## config.mk

```make
export PLATFORM = sky130hd
export DESIGN_NAME = tmr14_top
export DESIGN_NICKNAME = d
export VERILOG_FILES = /design/src/rtl/tmr14_pkg.sv /design/src/rtl/tmr14_tick_sync.sv /design/src/rtl/tmr14_regs.sv /design/src/rtl/tmr14_counter.sv /design/src/rtl/tmr14_wave.sv /design/src/rtl/tmr14_top.sv
export SDC_FILE = /design/constraint.sdc
export NUM_CORES = 1
export LEC_CHECK = 0
export BUFFER_PORTS_ARGS = -buffer_cell sky130_fd_sc_hd__buf_2
export CAP_MARGIN = 15
export CELL_PAD_IN_SITES_DETAIL_PLACEMENT = 1
export CELL_PAD_IN_SITES_GLOBAL_PLACEMENT = 1
export CORE_MARGIN = 2
export CORE_UTILIZATION = 51
export CTS_CLUSTER_DIAMETER = 150
export DETAILED_ROUTE_END_ITERATION = 8
export PLACE_DENSITY = 0.87
export SYNTH_ARGS = -nofsm -noshare
export SYNTH_HDL_FRONTEND = slang
export SYNTH_SLANG_ARGS = --single-unit
```

## constraint.sdc

```tcl
create_clock -name clk -period 3.3 [get_ports clk]
set_clock_uncertainty 0.2 [all_clocks]
set_input_delay 0.33 -clock clk [delete_from_list [all_inputs] [get_ports clk]]
set_output_delay 0.33 -clock clk [all_outputs]
set_load 0.02 [all_outputs]
```

## src/rtl/tmr14_pkg.sv

```systemverilog
package tmr14_pkg;

  typedef enum logic [1:0] {
    CMD_NOP     = 2'b00,
    CMD_HALT    = 2'b01,
    CMD_HALT_TC = 2'b10,
    CMD_GO      = 2'b11
  } tmr_cmd_e;

  // bit 0: repeat after terminal count, bit 1: pulse shape instead of square
  typedef enum logic [1:0] {
    SHAPE_HALF_ONCE  = 2'b00,
    SHAPE_SQUARE     = 2'b01,
    SHAPE_PULSE_ONCE = 2'b10,
    SHAPE_PULSE_RUN  = 2'b11
  } tmr_shape_e;

endpackage

```

## src/rtl/tmr14_tick_sync.sv

```systemverilog
module tmr14_tick_sync #(
  parameter int SYNC_STAGES = 2
) (
  input  logic clk,
  input  logic rst_n,
  input  logic tmr_clk_i,
  output logic tick_o
);
  localparam int LAST = SYNC_STAGES;

  logic [LAST:0] sh_q;

  always_ff @(posedge clk) begin
    if (!rst_n) sh_q <= '0;
    else        sh_q <= {sh_q[LAST-1:0], tmr_clk_i};
  end

  // rising edge seen once it has crossed the synchroniser stages
  assign tick_o = sh_q[LAST-1] & ~sh_q[LAST];
endmodule

```

## src/rtl/tmr14_regs.sv

```systemverilog
module tmr14_regs #(
  parameter int CW = 14,
  parameter int DW = 8
) (
  input  logic          clk,
  input  logic          rst_n,
  input  logic          lo_wr_i,
  input  logic          hi_wr_i,
  input  logic [DW-1:0] wdata_i,
  output logic [CW-1:0] len_o,
  output logic [1:0]    shape_o
);
  localparam int HW = CW - DW;

  logic [DW-1:0] lo_q;
  logic [HW-1:0] hi_q;
  logic [1:0]    shape_q;

  always_ff @(posedge clk) begin
    if (!rst_n) begin
      lo_q    <= '0;
      hi_q    <= '0;
      shape_q <= 2'b00;
    end else begin
      if (lo_wr_i) lo_q <= wdata_i;
      if (hi_wr_i) begin
        hi_q    <= wdata_i[HW-1:0];
        shape_q <= wdata_i[DW-1 -: 2];
      end
    end
  end

  assign len_o   = {hi_q, lo_q};
  assign shape_o = shape_q;
endmodule

```

## src/rtl/tmr14_counter.sv

```systemverilog
module tmr14_counter
  import tmr14_pkg::*;
#(
  parameter int CW = 14
) (
  input  logic          clk,
  input  logic          rst_n,
  input  logic          tick_i,
  input  logic          cmd_wr_i,
  input  logic [1:0]    cmd_i,
  input  logic [CW-1:0] len_i,
  input  logic [1:0]    shape_i,
  output logic          run_o,
  output logic [CW-1:0] cnt_o,
  output logic [CW-1:0] act_len_o,
  output logic [1:0]    act_shape_o,
  output logic          tc_o,
  output logic          halt_o
);
  localparam logic [CW-1:0] MIN_LEN = CW'(2);
  localparam logic [CW-1:0] ONE     = CW'(1);

  function automatic logic [CW-1:0] eff_len(input logic [CW-1:0] v);
    return (v < MIN_LEN) ? MIN_LEN : v;
  endfunction

  tmr_cmd_e cmd;
  assign cmd = tmr_cmd_e'(cmd_i);

  logic          run_q, run_d;
  logic [CW-1:0] cnt_q, cnt_d;
  logic [CW-1:0] alen_q, alen_d;
  logic [1:0]    ashape_q, ashape_d;
  logic          stop_q, stop_d;
  logic          rel_q, rel_d;
  logic [CW-1:0] new_len;

  assign new_len = eff_len(len_i);
  assign tc_o    = tick_i && run_q && (cnt_q == ONE);
  assign halt_o  = cmd_wr_i && (cmd == CMD_HALT);

  always_comb begin
    run_d    = run_q;
    cnt_d    = cnt_q;
    alen_d   = alen_q;
    ashape_d = ashape_q;
    stop_d   = stop_q;
    rel_d    = rel_q;

    if (tick_i && run_q) begin
      if (cnt_q == ONE) begin
        if (stop_q || !ashape_q[0]) begin
          run_d  = 1'b0;
          stop_d = 1'b0;
          rel_d  = 1'b0;
        end else if (rel_q) begin
          cnt_d    = new_len;
          alen_d   = new_len;
          ashape_d = shape_i;
          rel_d    = 1'b0;
        end else begin
          cnt_d = alen_q;
        end
      end else begin
        cnt_d = cnt_q - ONE;
      end
    end

    if (cmd_wr_i) begin
      unique case (cmd)
        CMD_HALT: begin
          run_d  = 1'b0;
          stop_d = 1'b0;
          rel_d  = 1'b0;
        end
        CMD_HALT_TC: begin
          if (run_q) stop_d = 1'b1;
        end
        CMD_GO: begin
          if (!run_q) begin
            run_d    = 1'b1;
            cnt_d    = new_len;
            alen_d   = new_len;
            ashape_d = shape_i;
            stop_d   = 1'b0;
            rel_d    = 1'b0;
          end else begin
            rel_d = 1'b1;
          end
        end
        default: ;
      endcase
    end
  end

  always_ff @(posedge clk) begin
    if (!rst_n) begin
      run_q    <= 1'b0;
      cnt_q    <= MIN_LEN;
      alen_q   <= MIN_LEN;
      ashape_q <= SHAPE_HALF_ONCE;
      stop_q   <= 1'b0;
      rel_q    <= 1'b0;
    end else begin
      run_q    <= run_d;
      cnt_q    <= cnt_d;
      alen_q   <= alen_d;
      ashape_q <= ashape_d;
      stop_q   <= stop_d;
      rel_q    <= rel_d;
    end
  end

  assign run_o       = run_q;
  assign cnt_o       = cnt_q;
  assign act_len_o   = alen_q;
  assign act_shape_o = ashape_q;
endmodule

```

## src/rtl/tmr14_wave.sv

```systemverilog
module tmr14_wave #(
  parameter int CW = 14
) (
  input  logic          clk,
  input  logic          rst_n,
  input  logic          tick_i,
  input  logic          tc_i,
  input  logic          halt_i,
  input  logic          run_i,
  input  logic [CW-1:0] cnt_i,
  input  logic [CW-1:0] act_len_i,
  input  logic [1:0]    act_shape_i,
  output logic          out_o
);
  logic          pulse_q;
  logic [CW-1:0] half;
  logic          sq_low;

  always_ff @(posedge clk) begin
    if (!rst_n)                     pulse_q <= 1'b0;
    else if (halt_i)                pulse_q <= 1'b0;
    else if (tc_i && act_shape_i[1]) pulse_q <= 1'b1;
    else if (tick_i)                pulse_q <= 1'b0;
  end

  assign half   = act_len_i >> 1;
  assign sq_low = run_i && (cnt_i <= half);
  assign out_o  = act_shape_i[1] ? ~pulse_q : ~sq_low;
endmodule

```

## src/rtl/tmr14_top.sv

```systemverilog
module tmr14_top #(
  parameter int CNT_W       = 14,
  parameter int DATA_W      = 8,
  parameter int SYNC_STAGES = 2
) (
  input  logic              clk,
  input  logic              rst_n,
  input  logic              tmr_clk_i,
  input  logic              lo_wr_i,
  input  logic              hi_wr_i,
  input  logic              cmd_wr_i,
  input  logic [DATA_W-1:0] wdata_i,
  input  logic              stat_rd_i,
  output logic              tmr_out_o,
  output logic              tc_flag_o
);
  localparam int CMD_MSB = DATA_W - 1;

  logic             tick_w;
  logic [CNT_W-1:0] len_w;
  logic [1:0]       shape_w;
  logic             run_w;
  logic [CNT_W-1:0] cnt_w;
  logic [CNT_W-1:0] alen_w;
  logic [1:0]       ashape_w;
  logic             tc_w;
  logic             halt_w;
  logic             flag_q;

  tmr14_tick_sync #(.SYNC_STAGES(SYNC_STAGES)) u_sync (
    .clk(clk), .rst_n(rst_n), .tmr_clk_i(tmr_clk_i), .tick_o(tick_w)
  );

  tmr14_regs #(.CW(CNT_W), .DW(DATA_W)) u_regs (
    .clk(clk), .rst_n(rst_n), .lo_wr_i(lo_wr_i), .hi_wr_i(hi_wr_i),
    .wdata_i(wdata_i), .len_o(len_w), .shape_o(shape_w)
  );

  tmr14_counter #(.CW(CNT_W)) u_cnt (
    .clk(clk), .rst_n(rst_n), .tick_i(tick_w), .cmd_wr_i(cmd_wr_i),
    .cmd_i(wdata_i[CMD_MSB -: 2]), .len_i(len_w), .shape_i(shape_w),
    .run_o(run_w), .cnt_o(cnt_w), .act_len_o(alen_w), .act_shape_o(ashape_w),
    .tc_o(tc_w), .halt_o(halt_w)
  );

  tmr14_wave #(.CW(CNT_W)) u_wave (
    .clk(clk), .rst_n(rst_n), .tick_i(tick_w), .tc_i(tc_w), .halt_i(halt_w),
    .run_i(run_w), .cnt_i(cnt_w), .act_len_i(alen_w), .act_shape_i(ashape_w),
    .out_o(tmr_out_o)
  );

  // sticky terminal-count flag, a new terminal count beats a read
  always_ff @(posedge clk) begin
    if (!rst_n)         flag_q <= 1'b0;
    else if (tc_w)      flag_q <= 1'b1;
    else if (stat_rd_i) flag_q <= 1'b0;
  end

  assign tc_flag_o = flag_q;
endmodule

```

# Word-level counts from Yosys, hierarchy flattened
# Cells that the tools add are included.
[totals] regBits=54 in_bits=15 ramBits=0 latch_bits=0 n_memories=0 romBits=0
[op_classes] n_mux=44 div=0 addsub=1 n_reduce_logical=10 eq_ne=4 shifts=0 multipliers=0 bitwise=5 magnitude_cmp=2
[op_table] operator="$mux W14" n=14
[op_table] operator="$mux W1" n=20
[op_table] operator="$eq A14 B1 Y1 const B" n=1
[op_table] operator="$le A14 B13 Y1" n=1
[op_table] operator="$lt A14 B2 Y1 const B" n=1
[op_table] operator="$mux W2" n=7
[op_table] operator="$sub A14 B1 Y14 const B" n=1
[op_table] operator="$logic_and A1 B1 Y1" n=5
[op_table] operator="$eq A2 B2 Y1 const B" n=2
[op_table] operator="$not A1 Y1" n=4
[op_table] operator="$pmux W1 S2" n=2
[op_table] operator="$reduce_bool A2 Y1" n=2
[op_table] operator="$pmux W1 S3" n=1
[op_table] operator="$eq A2 B1 Y1 const B" n=1
[op_table] operator="$reduce_or A2 Y1" n=1
[op_table] operator="$and A1 B1 Y1" n=1
[op_table] operator="$logic_not A1 Y1" n=1
[op_table] operator="$logic_or A1 B1 Y1" n=1

# Logic depth before layout (Yosys ltp)
# Gate-level depths: netlist of run 1.
[logic_depth] word_depth=9 mapped_depth=8

# Modules after synthesis
# Synthesis of run 1 repeated with hierarchy kept, for this count alone.
[unflattened] hier_cells=383 hier_area_um2=3291.9
[modules_own_cells] module="tmr14_counter" seq_area_each_um2=660.6 n_inst=1 area_per_inst_um2=2139.6 cells_each=269
[modules_own_cells] module="tmr14_regs" seq_area_each_um2=320.3 n_inst=1 area_per_inst_um2=608.1 cells_each=51
[modules_own_cells] module="tmr14_wave" seq_area_each_um2=20.0 n_inst=1 area_per_inst_um2=410.4 cells_each=53
[modules_own_cells] module="tmr14_tick_sync" seq_area_each_um2=60.1 n_inst=1 area_per_inst_um2=92.6 cells_each=7
[modules_own_cells] module="tmr14_top" seq_area_each_um2=20.0 n_inst=1 area_per_inst_um2=41.3 cells_each=3

# Worst setup path after synthesis of run 1
# Ideal clock, no wire load.
[synth_path] kind="flip-flop to output port" startpoint="register u_cnt.cnt_q[3], in the netlist u_cnt.cnt_o[3]" endpoint="output tmr_out_o" n_path_buf=0 stages_incl_launch_ff=7 setup_slack_ns=1.200 required_time_ns=2.770 t_arrival_ns=1.570 cell_sequence="dfxtp_1 > ha_1 > a21oi_1 > o21bai_1 > a2111oi_0 > o211ai_1 > a21o_1"
[synth_between] elab_chain_len=4
[synth_lines] item="start: declaration" line_no="tmr14_counter.sv:31" source="logic [CW-1:0] cnt_q, cnt_d;"
[synth_lines] item="start signal: assignment" line_no="tmr14_counter.sv:106" source="cnt_q <= cnt_d;"
[synth_lines] item="$le A14 B13 Y1" line_no="tmr14_wave.sv:27" source="assign sq_low = run_i && (cnt_i <= half);"
[synth_lines] item="$logic_and A1 B1 Y1" line_no="tmr14_wave.sv:27"
[synth_lines] item="$not A1 Y1" line_no="tmr14_wave.sv:28" source="assign out_o = act_shape_i[1] ? ~pulse_q : ~sq_low;"
[synth_lines] item="$mux W1" line_no="tmr14_wave.sv:28"
[synth_lines] item="end: declaration" line_no="tmr14_top.sv:14" source="output logic tmr_out_o,"
# No other way between the ends.

# Worst setup path in the final report of run 1
# Ends and elaborated chain as after synthesis.

==> results of run 1 <==
stage by stage:
step / hold slack [ps] / utilization / total power, µW / instances / worst slack [ps]
finish: 33.3 / 0.580 / 1450 / 435 / 453
global route: 60.0 / 0.580 / 1500 / 435 / 373
CTS: 35.3 / 0.580 / 1450 / 435 / 465
detailed placement: 254 / 0.559 / 965 / 427 / 793
global placement: 218 / 0.559 / 949 / 427 / 844
floorplan: 212 / - / 883 / 341 / 1200
synth_stat cells (3+ instances only):
cell                        n  area (µm²)
sky130_fd_sc_hd__nand4_1    3        18.8
sky130_fd_sc_hd__nor3_1    10        50.1
sky130_fd_sc_hd__nor2b_1   34         213
sky130_fd_sc_hd__inv_1     19        71.3
sky130_fd_sc_hd__nand2_1   22        82.6
sky130_fd_sc_hd__o221ai_1  12         105
sky130_fd_sc_hd__and2_1     4        25.0
sky130_fd_sc_hd__ha_1      15         188
sky130_fd_sc_hd__dfxtp_1   54        1080
sky130_fd_sc_hd__a31o_2     3        26.3
sky130_fd_sc_hd__nand4b_1   3        26.3
sky130_fd_sc_hd__nor2_1    16        60.1
sky130_fd_sc_hd__clkbuf_1  12        45.0
sky130_fd_sc_hd__nand3_1    5        25.0
sky130_fd_sc_hd__mux2i_1   44         440
sky130_fd_sc_hd__a221oi_1   3        26.3
sky130_fd_sc_hd__o21ai_0    7        35.0
sky130_fd_sc_hd__a31oi_1    4        25.0
sky130_fd_sc_hd__nor4_1     4        25.0
sky130_fd_sc_hd__a211oi_1  10        75.1
sky130_fd_sc_hd__a21oi_1   12        60.1
kinds of logic after synthesis:
family	count (synthesis)
AOI/OAI and AO/OA	74
xor gates and xnor gates	3
adders and majority gates	15
buffers and inverters	35
DFF	54
muxes	45
and+or+nand+nor	115
layout make-up:
type,instances,share of cell area
clock buffer,6,0.0242
clock inverter,2,0.0114
inverter,19,0.0209
multi-input combinational,252,0.552
sequential,54,0.317
tap,75,0.0275
timing repair buffer,27,0.0477
flip-flops by register name, summed over array words and instances (netlist names), 2 cells and up:
signal and cells:
u_regs.hi_q 6, u_cnt.act_shape_o 2, u_sync.sh_q 3, u_cnt.act_len_o 14
u_cnt.cnt_o 14, u_regs.lo_q 8, u_regs.shape_o 2
power groups by stage:
stage | Sequential (µW) | Combinational [µW] | Clock, µW
3_3_place_gp | 740 | 209 | 0
2_1_floorplan | 722 | 161 | 0
6_report | 731 | 227 | 494
5_1_grt | 734 | 248 | 514
3_5_place_dp | 743 | 222 | 0
4_1_cts | 729 | 225 | 498
layer usage:
layer	routed length, µm	track usage	part of all wire
met5	0	0	0
met4	314	0.130	0.032
met3	571	0.0681	0.059
met2	4890	0.546	0.50
met1	3980	0.372	0.41
worst max-delay path by stage:
stage                                         start                        end  slack (ps)
final                     u_cnt.cnt_o[3]$_SDFF_PN0_                  tmr_out_o         450
after detailed placement  u_cnt.cnt_o[0]$_SDFF_PN0_  u_cnt.cnt_o[6]$_SDFF_PN0_         790
after floorplan           u_cnt.cnt_o[3]$_SDFF_PN0_                  tmr_out_o        1200
after global placement    u_cnt.cnt_o[3]$_SDFF_PN0_                  tmr_out_o         840
after CTS                 u_cnt.cnt_o[3]$_SDFF_PN0_                  tmr_out_o         460
after global routing      u_cnt.cnt_o[3]$_SDFF_PN0_                  tmr_out_o         370
worst max-delay path: cells and delay by family (launching register included):
family / cells / cell delay, ps
flops: 1 / 500
buf+inv: 1 / 150
fa+ha+maj: 1 / 300
compound gates: 5 / 1050
==> impl_metrics.ini, run 1 <==
[min_path]
holdPathStages = 2
holdCritPathClass = input pin to register
hold_path_end = u_sync.sh_q[0]$_SDFF_PN0_
hold_sp = tmr_clk_i

[layout]
final_cell_mix = 54 x sky130_fd_sc_hd__dfxtp_1, 44 x sky130_fd_sc_hd__mux2i_1, 34 x sky130_fd_sc_hd__nor2b_1
post_route_cells_drive_above_1_share = 0.131
antenna_cells_inserted = 0
area_growth_syn_to_layout_pct = 9.91
nets = 389
final_cell_area_um2 = 3410
regArea_um2 = 1080
fillers = 709
multi_input_area_um2 = 1880
most_common_library_cell_in_the_layout_ignoring_fill_and_taps = sky130_fd_sc_hd__dfxtp_1

[floorplan]
std_cell_rows = 28
die_span_in_x_um = 82.0
num_io_pins = 17
die_y_um = 82.0
die_area_um2 = 6730
floorplan.initialDensity = 0.528
coreArea_um2 = 5890

[power]
clockPowerShare = 0.340
power.density_cell_area_nw_per_um2 = 426
ir_drop_v = 0.000283
sequential_power_share = 0.503
combinationalPowerShare = 0.156
p_switching_uw = 425
p_leak_uw = 0.00136
power.share.switching = 0.293
cellInternalPower_uw = 1030

[setup_path]
ff2ff_path_depth = 7
setup.worst_path.end_class = primary output
worstSetupPathType = register to primary output
timing.rr.end = u_cnt.cnt_o[6]$_SDFF_PN0_
timing.critical_path.from_type = register
crit-reg2reg-launch = u_cnt.cnt_o[0]$_SDFF_PN0_
critPathRequiredTime_ps = 2770
slowest_stage = sky130_fd_sc_hd__dfxtp_1
worst-r2r-setup-slack_ps = 730
crit_arrival_ps = 2320
cells_along_the_critical_path = ha_1, a21oi_1, o21bai_1, a2111oi_0, o211ai_1, a21o_1, buf_2
worstPathMaxFanout = 7
critPathMaxStageDelay_ps = 500

[cts]
cts.hold.buffers_added = 0
clk_pin_slew_ps = 110
cts_tree = yes
cts.root.buffer_cell = sky130_fd_sc_hd__clkbuf_8
numCtsBuffers = 5
postCtsSetupRepairBufs = 0
clock_tree.htree_level_count = 2
post_cts_resize_count = 0
clockBufferDepth = 2
worstSkewPairLatency_ps = 320
cts_num_sinks = 54

[timing]
max_slew_margin = 0.437
clock.fmax_mhz = 351
rsz_0062_raised_after_global_routing = no
final_total_negative_setup_slack_ps = 0
final-setup-viol-count = 0
final_min_period_over_clock_period = 0.863
worst_slew_pin_slew_ps = 842
final-max-slew-violation-count = 0
final_worst_path_period_need_ps = 2850
timing.final.hold_violations = 0

[synthesis]
synth-seq-cells = 54
synth-seq-area-share = 0.348
synth.area.mux_share = 0.145
synth_compound_area_frac = 0.180
avgSynthCellArea_um2 = 9.11
synthDistinctLibCells = 56
main_combinational_cell_family_by_area_after_synthesis = simple AND/OR/NAND/NOR gates
synthesis.yosys.warnings = 0
synth-adder-area-share = 0.0604
ys_async_sr_fraction = 0
synth_area_um2 = 3110
yosys_most_used_dff = sky130_fd_sc_hd__dfxtp_1
post_synth_and_or_nand_nor_area_fraction = 0.212
postSynthCellCount = 341
yosys.area_share.xor_xnor = 0.00846
synth_edf_count = 0
synth_nets = 371

[global_route]
wire_length_of_the_first_global_routing_pass_um = 15600
grt_start_max_net_pins = 39
grt_pass1_vias = 2945
congestion_overflow_gr = 0
antenna_violations_before_repair = 0
grt_util_all_layers = 0.313

[placed_design]
place_hpwl_um = 7260
dpl-instance-area_um2 = 3290
place.port_buffers = 16
placer_s_final_routability_congestion_estimate = 0.921

[detailed_routing]
iteration_0_drc_count_of_the_detailed_router = 126
drtPass1Iterations = 5
dr_total_vias = 2819
remaining_drc_errors = 0
detail_route.wl_per_cell_um = 22.4
detail-route-antenna-nets = 0
routed_via_density = 6.48
detail_route.wirelength_um = 9750

[run]
max-cap-violations = 0

[outcome]
status = finished, final reports clean
No activity file was read; power rests on OpenSTA's default activity.
==> run 2: changes to the inputs <==
--- a/config.mk
+++ b/config.mk
@@ -7,13 +7,11 @@
 export LEC_CHECK = 0
 export BUFFER_PORTS_ARGS = -buffer_cell sky130_fd_sc_hd__buf_2
 export CAP_MARGIN = 15
-export CELL_PAD_IN_SITES_DETAIL_PLACEMENT = 1
-export CELL_PAD_IN_SITES_GLOBAL_PLACEMENT = 1
 export CORE_MARGIN = 2
-export CORE_UTILIZATION = 51
+export CORE_UTILIZATION = 60
 export CTS_CLUSTER_DIAMETER = 150
 export DETAILED_ROUTE_END_ITERATION = 8
-export PLACE_DENSITY = 0.87
+export PLACE_DENSITY = 0.81
 export SYNTH_ARGS = -nofsm -noshare
 export SYNTH_HDL_FRONTEND = slang
 export SYNTH_SLANG_ARGS = --single-unit
==> impl_metrics.ini, run 2 (synthesis gave the netlist of run 1 again) <==
[timing]
rsz_0062_raised_after_global_routing = no
worst_slew_pin_slew_ps = 730
timing.final.hold_violations = 0
setup_slack_ps = 301
final-max-slew-violation-count = 0
final_min_period_over_clock_period = 0.909
final-setup-viol-count = 0
final_worst_path_period_need_ps = 3000
max_slew_margin = 0.501
clock.fmax_mhz = 333
final_total_negative_setup_slack_ps = 0

[outcome]
status = finished, final reports clean

[global_route]
antenna_violations_before_repair = 0
grt_util_all_layers = 0.287
grt_pass1_vias = 2670
wire_length_of_the_first_global_routing_pass_um = 13300
congestion_overflow_gr = 0
grt_start_max_net_pins = 36

[detailed_routing]
iteration_0_drc_count_of_the_detailed_router = 270
remaining_drc_errors = 0
detail-route-antenna-nets = 0
routed_via_density = 6.32
drtPass1Iterations = 5
detail_route.wirelength_um = 7970
detail_route.wl_per_cell_um = 18.6
dr_total_vias = 2706

[cts]
clockBufferDepth = 2
cts.hold.buffers_added = 0
numCtsBuffers = 5
post_cts_resize_count = 0
worstSkewPairLatency_ps = 310
clock_tree.htree_level_count = 2
cts_num_sinks = 54
cts.root.buffer_cell = sky130_fd_sc_hd__clkbuf_8
clk_pin_slew_ps = 100
cts_tree = yes
postCtsSetupRepairBufs = 0

[floorplan]
num_io_pins = 17
die_area_um2 = 5770
std_cell_rows = 26
die_span_in_x_um = 75.9
coreArea_um2 = 5040
floorplan.initialDensity = 0.616
die_y_um = 75.9

[setup_path]
slowest_stage = sky130_fd_sc_hd__a2111oi_0
timing.critical_path.from_type = register
cells_along_the_critical_path = ha_1, nand3_1, o21bai_1, a2111oi_0, o211ai_1, a21o_1, buf_2
crit_arrival_ps = 2470
critPathMaxStageDelay_ps = 690
worstSetupPathType = register to primary output
setup.worst_path.end_class = primary output
critPathRequiredTime_ps = 2770
worstPathMaxFanout = 7

[placed_design]
placer_s_final_routability_congestion_estimate = 1.02
detailedPlace.worstSlack_ps = 719
place.port_buffers = 16
dpl-instance-area_um2 = 3270
place_hpwl_um = 5680

[power]
ir_drop_v = 0.000338
sequential_power_share = 0.541
p_leak_uw = 0.00134
p_switching_uw = 394
power.density_cell_area_nw_per_um2 = 398
combinationalPowerShare = 0.160
clockPowerShare = 0.299
power.share.switching = 0.294
post-layout-total-power_uw = 1340
cellInternalPower_uw = 947

[layout]
nets = 387
most_common_library_cell_in_the_layout_ignoring_fill_and_taps = sky130_fd_sc_hd__dfxtp_1
final_cell_area_um2 = 3370
antenna_cells_inserted = 0
area_growth_syn_to_layout_pct = 8.50
final_cell_mix = 54 x sky130_fd_sc_hd__dfxtp_1, 44 x sky130_fd_sc_hd__mux2i_1, 34 x sky130_fd_sc_hd__nor2b_1
fillers = 411
core_utilization_of_the_finished_layout = 0.668
post_route_cells_drive_above_1_share = 0.126

[run]
max-cap-violations = 0

[min_path]
holdCritPathClass = input pin to register
run 2: cell types whose count changed in the layout (fill, tap and decap cells not counted), sizes merged:
cell      previous run  this run
bufinv               1         0
buf                 27        25
clkinvlp             0         1
run 2: layer usage:
layer	global-route usage	part of all wire	wire length, µm	vias up
li1	-	-	-	1294
met1	0.367	0.43	3450	1254
met2	0.464	0.46	3640	136
met3	0.0762	0.083	661	22
met4	0.113	0.027	218	0
met5	0	0	0	-
run 2: critical path: cells and delay by family, from the launching register on:
family                     cells  cell delay (ps)
AOI/OAI and AO/OA              4             1110
DFF                            1              490
adders and majority gates      1              310
buffers and inverters          1              150
and+or+nand+nor                1               90
run 2: area by class of cell:
cell class              instances  area (µm²)  area share
flip-flops and latches         54        1080       0.321
clock inverters                 2        16.3     0.00483
multi-input cells             252        1880       0.559
repair buffers                 25         148      0.0438
well taps                      70        87.6      0.0260
inverters                      19        71.3      0.0212
clock buffers                   6        82.6      0.0245
run 2: worst paths after layout:
check | to | slack [ps] | cells past startpoint | startpoint
max reg2reg | u_cnt.act_len_o[9]$_SDFF_PN0_ | 750 | 7 | u_cnt.cnt_o[0]$_SDFF_PN0_
min | u_sync.sh_q[0]$_SDFF_PN0_ | 40 | 2 | tmr_clk_i
min reg2reg | u_sync.sh_q[1]$_SDFF_PN0_ | 250 | 1 | u_sync.sh_q[0]$_SDFF_PN0_
max | tmr_out_o | 300 | 7 | u_cnt.cnt_o[6]$_SDFF_PN0_
run 2: power groups by stage:
stage	clock network [µW]	logic, µW	registers [µW]
6_report	401	214	726
4_1_cts	405	210	724
3_3_place_gp	0	203	738
5_1_grt	431	236	731
3_5_place_dp	0	209	739
2_1_floorplan	0	161	722
run 2: through the flow:
stage	instances	hold slack, ps
detailed placement	420	223
global route	428	30.2
finish	428	35.2
global placement	420	214
floorplan	341	212
CTS	428	34.9
